### src/rtl/lpm_pkg.sv
package lpm_pkg;
  typedef enum logic [2:0] {
    ST_RUN     = 3'd0,
    ST_SLEEP   = 3'd1,
    ST_SYSSTOP = 3'd2,
    ST_IDLE    = 3'd3,
    ST_RESTART = 3'd4
  } lpm_state_e;

  function automatic lpm_state_e pick_low_state(input logic iostop,
                                                input logic ck_hi,
                                                input logic ck_lo);
    if (!iostop)              return ST_SLEEP;
    else if (!ck_hi && ck_lo) return ST_IDLE;
    else                      return ST_SYSSTOP;
  endfunction
endpackage

### src/rtl/lpm_sync.sv
module lpm_sync #(
  parameter int               WIDTH   = 1,
  parameter int               STAGES  = 2,
  parameter logic [WIDTH-1:0] RST_VAL = '0
) (
  input  logic             clk,
  input  logic             rst_n,
  input  logic [WIDTH-1:0] d,
  output logic [WIDTH-1:0] q
);
  logic [STAGES-1:0][WIDTH-1:0] stg_q;
  logic [STAGES-1:0][WIDTH-1:0] stg_d;

  always_comb begin
    stg_d = {stg_q[STAGES-2:0], d};
  end

  always_ff @(posedge clk or negedge rst_n) begin
    if (!rst_n) stg_q <= {STAGES{RST_VAL}};
    else        stg_q <= stg_d;
  end

  assign q = stg_q[STAGES-1];
endmodule

### src/rtl/lpm_wake_eval.sv
module lpm_wake_eval #(
  parameter int N_EXT = 3,
  parameter int N_INT = 2
) (
  input  logic             clk,
  input  logic             rst_n,
  input  logic [N_EXT-1:0] ext_s,
  input  logic [N_EXT-1:0] ext_en,
  input  logic [N_INT-1:0] int_s,
  input  logic [N_INT-1:0] int_en,
  input  logic             nmi_s_n,
  input  logic             gie,
  output logic             wake_sleep,
  output logic             wake_stop,
  output logic             take_irq
);
  logic nmi_prev_q;
  logic nmi_fall;
  logic ext_hit;
  logic int_hit;

  always_ff @(posedge clk or negedge rst_n) begin
    if (!rst_n) nmi_prev_q <= 1'b1;
    else        nmi_prev_q <= nmi_s_n;
  end

  always_comb begin
    nmi_fall   = nmi_prev_q & ~nmi_s_n;
    ext_hit    = |(ext_s & ext_en);
    int_hit    = |(int_s & int_en);
    wake_sleep = nmi_fall | ext_hit | int_hit;
    wake_stop  = nmi_fall | ext_hit;
    take_irq   = nmi_fall | gie;
  end
endmodule

### src/rtl/lpm_seq.sv
module lpm_seq
  import lpm_pkg::*;
#(
  parameter int RESTART_CYC = 2
) (
  input  logic clk,
  input  logic rst_n,
  input  logic slp_stb,
  input  logic iostop,
  input  logic ck_hi,
  input  logic ck_lo,
  input  logic brel,
  input  logic wake_sleep,
  input  logic wake_stop,
  input  logic take_irq,
  output logic cpu_ce,
  output logic phi_ce,
  output logic rfsh_ce,
  output logic halt,
  output logic bus_rel_ok,
  output logic wake_stb,
  output logic wake_take_irq
);
  localparam int CW = (RESTART_CYC > 1) ? $clog2(RESTART_CYC) : 1;
  localparam logic [CW-1:0] CNT_LOAD = CW'(RESTART_CYC - 1);

  lpm_state_e    st_q, st_d;
  logic [CW-1:0] cnt_q, cnt_d;
  logic          brel_lat_q, brel_lat_d;
  logic          take_q, take_d;
  logic          stb_q, stb_d;

  always_comb begin
    st_d       = st_q;
    cnt_d      = cnt_q;
    brel_lat_d = brel_lat_q;
    take_d     = take_q;
    stb_d      = 1'b0;
    unique case (st_q)
      ST_RUN: begin
        if (slp_stb) begin
          st_d       = pick_low_state(iostop, ck_hi, ck_lo);
          brel_lat_d = brel;
        end
      end
      ST_SLEEP: begin
        if (wake_sleep) begin
          st_d   = ST_RESTART;
          cnt_d  = CNT_LOAD;
          take_d = take_irq;
        end
      end
      ST_SYSSTOP, ST_IDLE: begin
        if (wake_stop) begin
          st_d   = ST_RESTART;
          cnt_d  = CNT_LOAD;
          take_d = take_irq;
        end
      end
      ST_RESTART: begin
        if (cnt_q == '0) begin
          st_d  = ST_RUN;
          stb_d = 1'b1;
        end else begin
          cnt_d = cnt_q - 1'b1;
        end
      end
      default: st_d = ST_RUN;
    endcase
  end

  always_ff @(posedge clk or negedge rst_n) begin
    if (!rst_n) begin
      st_q       <= ST_RUN;
      cnt_q      <= '0;
      brel_lat_q <= 1'b0;
      take_q     <= 1'b0;
      stb_q      <= 1'b0;
    end else begin
      st_q       <= st_d;
      cnt_q      <= cnt_d;
      brel_lat_q <= brel_lat_d;
      take_q     <= take_d;
      stb_q      <= stb_d;
    end
  end

  always_comb begin
    cpu_ce        = (st_q == ST_RUN);
    phi_ce        = (st_q != ST_IDLE);
    rfsh_ce       = (st_q != ST_IDLE);
    halt          = (st_q == ST_SLEEP) || (st_q == ST_SYSSTOP) || (st_q == ST_IDLE);
    bus_rel_ok    = (st_q != ST_IDLE) || brel_lat_q;
    wake_stb      = stb_q;
    wake_take_irq = take_q;
  end
endmodule

### src/rtl/lpm_ctrl.sv
module lpm_ctrl #(
  parameter int N_EXT       = 3,
  parameter int N_INT       = 2,
  parameter int SYNC_STAGES = 2,
  parameter int RESTART_CYC = 2
) (
  input  logic             clk,
  input  logic             rst_n,
  input  logic             cfg_we,
  input  logic             cfg_iostop,
  input  logic             cfg_ck_hi,
  input  logic             cfg_ck_lo,
  input  logic             cfg_brel,
  input  logic             slp_stb,
  input  logic             gie,
  input  logic [N_EXT-1:0] irq_ext,
  input  logic [N_EXT-1:0] irq_ext_en,
  input  logic [N_INT-1:0] irq_int,
  input  logic [N_INT-1:0] irq_int_en,
  input  logic             nmi_n,
  output logic             cpu_ce,
  output logic             io_ce,
  output logic             phi_ce,
  output logic             rfsh_ce,
  output logic             halt,
  output logic             addr_ones,
  output logic             bus_rel_ok,
  output logic             wake_stb,
  output logic             wake_take_irq
);
  localparam int SW = N_EXT + N_INT + 1;

  logic          iostop_q, iostop_d;
  logic          ck_hi_q, ck_hi_d;
  logic          ck_lo_q, ck_lo_d;
  logic          brel_q, brel_d;
  logic [SW-1:0] raw_in, sync_out;
  logic          wake_sleep, wake_stop, take_irq;

  always_comb begin
    iostop_d = iostop_q;
    ck_hi_d  = ck_hi_q;
    ck_lo_d  = ck_lo_q;
    brel_d   = brel_q;
    if (cfg_we) begin
      iostop_d = cfg_iostop;
      ck_hi_d  = cfg_ck_hi;
      ck_lo_d  = cfg_ck_lo;
      brel_d   = cfg_brel;
    end
  end

  always_ff @(posedge clk or negedge rst_n) begin
    if (!rst_n) begin
      iostop_q <= 1'b0;
      ck_hi_q  <= 1'b0;
      ck_lo_q  <= 1'b0;
      brel_q   <= 1'b0;
    end else begin
      iostop_q <= iostop_d;
      ck_hi_q  <= ck_hi_d;
      ck_lo_q  <= ck_lo_d;
      brel_q   <= brel_d;
    end
  end

  assign raw_in = {nmi_n, irq_int, irq_ext};

  lpm_sync #(
    .WIDTH  (SW),
    .STAGES (SYNC_STAGES),
    .RST_VAL({1'b1, {(SW-1){1'b0}}})
  ) u_sync (
    .clk  (clk),
    .rst_n(rst_n),
    .d    (raw_in),
    .q    (sync_out)
  );

  lpm_wake_eval #(
    .N_EXT(N_EXT),
    .N_INT(N_INT)
  ) u_wake (
    .clk       (clk),
    .rst_n     (rst_n),
    .ext_s     (sync_out[N_EXT-1:0]),
    .ext_en    (irq_ext_en),
    .int_s     (sync_out[N_EXT+N_INT-1:N_EXT]),
    .int_en    (irq_int_en),
    .nmi_s_n   (sync_out[SW-1]),
    .gie       (gie),
    .wake_sleep(wake_sleep),
    .wake_stop (wake_stop),
    .take_irq  (take_irq)
  );

  lpm_seq #(
    .RESTART_CYC(RESTART_CYC)
  ) u_seq (
    .clk          (clk),
    .rst_n        (rst_n),
    .slp_stb      (slp_stb),
    .iostop       (iostop_q),
    .ck_hi        (ck_hi_q),
    .ck_lo        (ck_lo_q),
    .brel         (brel_q),
    .wake_sleep   (wake_sleep),
    .wake_stop    (wake_stop),
    .take_irq     (take_irq),
    .cpu_ce       (cpu_ce),
    .phi_ce       (phi_ce),
    .rfsh_ce      (rfsh_ce),
    .halt         (halt),
    .bus_rel_ok   (bus_rel_ok),
    .wake_stb     (wake_stb),
    .wake_take_irq(wake_take_irq)
  );

  assign io_ce     = ~iostop_q;
  assign addr_ones = halt;
endmodule

### config.mk
export PLATFORM = sky130hd
export DESIGN_NAME = lpm_ctrl
export DESIGN_NICKNAME = d
export VERILOG_FILES = /design/src/rtl/lpm_pkg.sv /design/src/rtl/lpm_sync.sv /design/src/rtl/lpm_wake_eval.sv /design/src/rtl/lpm_seq.sv /design/src/rtl/lpm_ctrl.sv
export SDC_FILE = /design/constraint.sdc
export NUM_CORES = 1
export LEC_CHECK = 0
export ABC_AREA = 0
export ABC_CLOCK_PERIOD_IN_PS = 2300
export CORE_AREA = 8 8 55 57
export CTS_BUF_LIST = sky130_fd_sc_hd__clkbuf_8
export DETAILED_ROUTE_END_ITERATION = 10
export DIE_AREA = 0 0 63 65
export GPL_TIMING_DRIVEN = 0
export PLACE_DENSITY = 0.83
export SLEW_MARGIN = 10
export SYNTH_ARGS = -nofsm -noshare
export SYNTH_HDL_FRONTEND = slang
export SYNTH_SLANG_ARGS = --single-unit
### constraint.sdc
create_clock -name clk -period 2.3 [get_ports clk]
set_clock_uncertainty 0.15 [all_clocks]
set_input_delay 0.23 -clock clk [delete_from_list [all_inputs] [get_ports clk]]
set_output_delay 0.23 -clock clk [all_outputs]
set_load 0.005 [all_outputs]
==> results of run 1 <==
==> sequential cells by signal, indices dropped and copies added (netlist names) <==
signal / flops
u_seq.wake_take_irq: 1
u_seq.wake_stb: 1
u_seq.cnt_q: 1
u_sync.q: 6
u_seq.brel_lat_q: 1
brel_q: 1
ck_hi_q: 1
u_wake.nmi_prev_q: 1
u_sync.stg_d: 6
ck_lo_q: 1
iostop_q: 1
u_seq.st_q: 3
==> cells by family (layout without fill, tap and decap cells) <==
kind of cell	Yosys count	in the layout	synth area share
muxes	4	4	0.0577
AOI/OAI and AO/OA	11	11	0.0947
buffers and inverters	4	36	0.0266
DFF	24	24	0.714
and+or+nand+nor	18	18	0.107
==> final cells by class <==
| cell class | instances | area, um2 |
|---|---|---|
| clock buffers | 4 | 55.1 |
| flip-flops and latches | 24 | 604 |
| well taps | 28 | 35.0 |
| repair buffers | 28 | 280 |
| plain buffers | 2 | 15.0 |
| fillers | 177 | 932 |
| inverters | 2 | 7.51 |
| multi-input cells | 33 | 219 |
==> critical path, stage by stage, from the launching register on <==
cell and delay [ns]:
dfrtp_1 0.43, nor2b_1 0.18, nand2_1 0.11, or2_2 0.28, clkdlybuf4s50_1 0.45
==> power by group through the flow <==
| stage | Combinational (uW) | Sequential [uW] | Clock [uW] |
|---|---|---|---|
| floorplan | 142 | 533 | 0 |
| global placement | 280 | 537 | 0 |
| detailed placement | 287 | 542 | 0 |
| CTS | 287 | 534 | 282 |
| global route | 313 | 542 | 301 |
| finish | 283 | 533 | 273 |
==> Yosys cell counts (2+ instances only) <==
| cell type | instances | share of area |
|---|---|---|
| mux2_2 | 3 | 0.040 |
| dfrtp_1 | 21 | 0.62 |
| nand2_1 | 6 | 0.027 |
| nand2b_1 | 3 | 0.022 |
| nor2_1 | 4 | 0.018 |
| dfstp_2 | 3 | 0.093 |
| inv_1 | 2 | 0.0089 |
| o21ai_0 | 4 | 0.024 |
| buf_4 | 2 | 0.018 |
==> metal layers <==
| layer | part of all wire | routed length (um) | track usage |
|---|---|---|---|
| met4 | 0.020 | 31 | 0.0427 |
| met3 | 0.077 | 119 | 0.0361 |
| met5 | 0 | 0 | 0 |
| met1 | 0.44 | 675 | 0.0841 |
| met2 | 0.47 | 723 | 0.129 |
==> metrics by stage <==
step	setup WS (ns)	hold slack, ns	cell area, um2
after global placement	0.530	0.182	1160
after global routing	0.106	0.220	1220
after floorplan	0.800	-0.216	846
after detailed placement	0.505	0.185	1160
final	0.220	0.197	1220
after CTS	0.210	0.202	1220
==> how the worst min path moves through the flow <==
stage	from	to	slack, ns	cells past startpoint
floorplan	rst_n	brel_q	-0.22	0
global route	u_sync.stg_d[11]	u_sync.q[5]	0.22	0
global placement	u_sync.stg_d[8]	u_sync.q[2]	0.18	0
finish	u_sync.stg_d[9]	u_sync.q[3]	0.20	0
detailed placement	u_sync.stg_d[7]	u_sync.q[1]	0.18	0
CTS	u_sync.stg_d[9]	u_sync.q[3]	0.20	0
==> impl_metrics.ini, run 1 <==
[detailed_routing]
vias_per_cell = 4.60
drt_iter0_drc = 15
drc_errors = 0
drtPass1Iterations = 2
wl_per_cell_um = 12.8
vias = 556
ant_nets = 0
totalWireLength_um = 1550

[cts]
clkSinkCount = 24
worstSkewPairLatency_ns = 0.26
cts_setup_buffers = 0
cts.clk_slew.worst_paths_ns = 0.08
htree_levels = 1
root_buffer = clkbuf_8
cts_tree = yes
ctsResizeCount = 0
hold_buffers = 0
clockBufferDepth = 2
numCtsBuffers = 3

[grt]
first_global_vias = 619
antenna_found_initial = 0
grt_start_max_net_pins = 25
grtUsageTotal = 0.0791
grt_overflow = 0
grt_pass1_wl_um = 2590

[final_layout]
antenna_cells = 0
nets = 114
layout_common_cells = clkdlybuf4s50_1, dfrtp_1, nand2_1
final_util = 0.566
drive_gt1_frac = 0.204
final_common_cell = clkdlybuf4s50_1
syn_to_final_growth_pct = 43.8
finalNonFillerCells = 121

[synthesis]
ys_seq_area_frac = 0.714
syn-cell-area_um2 = 846
syn_inst = 61
synth_nets = 81
syn_area_per_cell_um2 = 13.9
synth_flop_cell = dfrtp_1
async_reset_ff_frac = 1.00
ys_ff_latch = 24
synth_cell_types = 22
synth-edff-count = 0
ys_warn_count = 0

[critical_path]
rr_worst_depth = 4
path_class = reg -> out
rr_endpoint = u_seq.wake_take_irq
cp-start-kind = flop
crit_path_end_kind = output port
startpoint = u_seq.st_q[2]
critPathArrivalTime_ns = 1.70
critPathMaxFanout = 6
crit_path_end = bus_rel_ok
required_ns = 1.92
rr_startpoint = u_sync.q[5]
regToRegSetupSlack_ns = 0.72

[status]
run_status = finished, final reports clean

[sta]
period_share = 0.904
grt_setup_unrepaired = false
tightestPinTransition_ns = 0.993
maxSlewViolCount = 0
setup_tns_ns = 0
max_freq_ghz = 0.481
setup_violations = 0
timing.final.crit_period_ns = 2.08
finalHoldViolCount = 0
slew_headroom = 0.336

[power]
pwr-share-comb = 0.260
power_density_nw_per_um2 = 895
peakVddDrop_v = 0.000585
leakagePower_uw = 0.000524
clkPwrFrac = 0.251
power_switching_uw = 259
finalPower_uw = 1090
power.internal_uw = 830
p_sw_frac = 0.238
p_seq_frac = 0.490

[die]
dieArea_um2 = 4100
fp.dieH_um = 65
die_x_um = 63
row_count = 17
core_um2 = 2150
io_pins = 29
start_util = 0.394

[run]
max_cap_viol_count = 0

[placed_design]
io_buffer_count = 28
gp_congestion = 0.752
hpwl_um = 1250
placedCellCount = 117

[worst_hold_path]
min_path_type = reg -> reg
Power figures use the tool's default switching activity.
==> run 2: changes to the inputs <==
Settings changed: SKIP_CTS_REPAIR_TIMING from default to 1.
==> results of run 2 <==
The final DEF is identical to that of run 1; final timing and power are the same.
==> run 3: changes to the inputs <==
Settings changed: CORE_AREA 8 8 55 57 to 2 2 49 51, DIE_AREA 0 0 63 65 to 0 0 51 53, PLACE_DENSITY 0.83 to default, PLACE_DENSITY_LB_ADDON from default to 0.08.
==> impl_metrics.ini, run 3 (synthesized netlist as in run 1, its figures left out) <==
[final_layout]
drive_gt1_frac = 0.204
layout_common_cells = clkdlybuf4s50_1, dfrtp_1, nand2_1
syn_to_final_growth_pct = 45.7
nets = 114
antenna_cells = 0
final_util = 0.574
final_common_cell = clkdlybuf4s50_1

[grt]
top_usage_layer = met2
grt_overflow = 0
antenna_found_initial = 0
first_global_vias = 517
use_met3 = 0.0339
grt_pass1_wl_um = 2160
grt_util_met2 = 0.171
grt_start_max_net_pins = 25
grtUsageMet1 = 0.144
grtUsageTotal = 0.114

[cts]
cts.clk_slew.worst_paths_ns = 0.08
worstSkewPairLatency_ns = 0.26
clockBufferDepth = 2
root_buffer = clkbuf_8
numCtsBuffers = 3
cts_tree = yes
clkSinkCount = 24
htree_levels = 1

[sta]
slew_headroom = 0.328
tightestPinTransition_ns = 1.00
finalHoldViolCount = 0
max_freq_ghz = 0.485
maxSlewViolCount = 0
period_share = 0.897
grt_setup_unrepaired = false
setup_tns_ns = 0
timing.final.crit_period_ns = 2.06
setup_violations = 0
fin_ws_ns = 0.237

[placed_design]
place_ws_ns = 0.526
gp_congestion = 0.763
hpwl_um = 957
io_buffer_count = 28

[detailed_routing]
vias = 549
vias_per_cell = 4.54
drc_errors = 0
wl_per_cell_um = 10.2
ant_nets = 0
drtPass1Iterations = 2
drt_iter0_drc = 3
totalWireLength_um = 1240

[power]
peakVddDrop_v = 0.000554
leakagePower_uw = 0.000530
power_density_nw_per_um2 = 945

[critical_path]
critPathArrivalTime_ns = 1.68
required_ns = 1.92
regToRegSetupSlack_ns = 0.74
rr_startpoint = u_sync.q[5]
critPathMaxFanout = 6
rr_worst_depth = 4
rr_endpoint = u_seq.wake_take_irq
path_class = reg -> out
startpoint = u_seq.st_q[2]
crit_path_end_kind = output port
crit_path_end = bus_rel_ok
cp-start-kind = flop

[die]
die_x_um = 51
row_count = 17
core_um2 = 2150
dieArea_um2 = 2700
fp.dieH_um = 53
start_util = 0.394
io_pins = 29

[run]
max_cap_viol_count = 0

[status]
run_status = finished, final reports clean

[worst_hold_path]
min_path_type = reg -> reg
-- run 3: worst min-delay path by stage --
stage / cells past startpoint / start / to / slack, ns
after floorplan: 0 / rst_n / brel_q / -0.22
after global placement: 0 / u_sync.stg_d[8] / u_sync.q[2] / 0.18
after detailed placement: 0 / u_sync.stg_d[10] / u_sync.q[4] / 0.19
after CTS: 0 / u_sync.stg_d[10] / u_sync.q[4] / 0.21
after global routing: 0 / u_sync.stg_d[6] / u_sync.q[0] / 0.21
final: 0 / u_sync.stg_d[10] / u_sync.q[4] / 0.20
-- run 3: layout make-up --
type	instances	area, um2
plain buffers	2	15.0
clock buffers	3	41.3
clock inverters	1	30.0
fillers	194	916
inverters	2	7.51
multi-input cells	33	219
flip-flops and latches	24	604
well taps	28	35.0
repair buffers	28	280
-- run 3: worst max-delay path, stage by stage, from the launching register on --
cell and delay [ns]:
dfrtp_1 0.43, nor2b_1 0.17, nand2_1 0.11, or2_2 0.28
clkdlybuf4s50_1 0.44
-- run 3: per-layer routing --
metal	up-vias	wire length [um]
met2	20	574
met4	0	26
met5	-	0
met3	5	82
li1	268	-
met1	256	552
-- run 3: through the flow --
stage	hold WS (ns)	total power, uW	area, um2	std cells
CTS	0.206	1190	1230	121
global placement	0.181	818	1160	117
finish	0.202	1160	1230	121
detailed placement	0.187	823	1160	117
floorplan	-0.216	675	846	61
global route	0.212	1240	1230	121
-- run 3: power by group --
| group | switching, uW | internal (uW) |
|---|---|---|
| clock network | 124 | 232 |
| registers | 41.4 | 490 |
| logic | 89.7 | 187 |
| total | 255 | 910 |
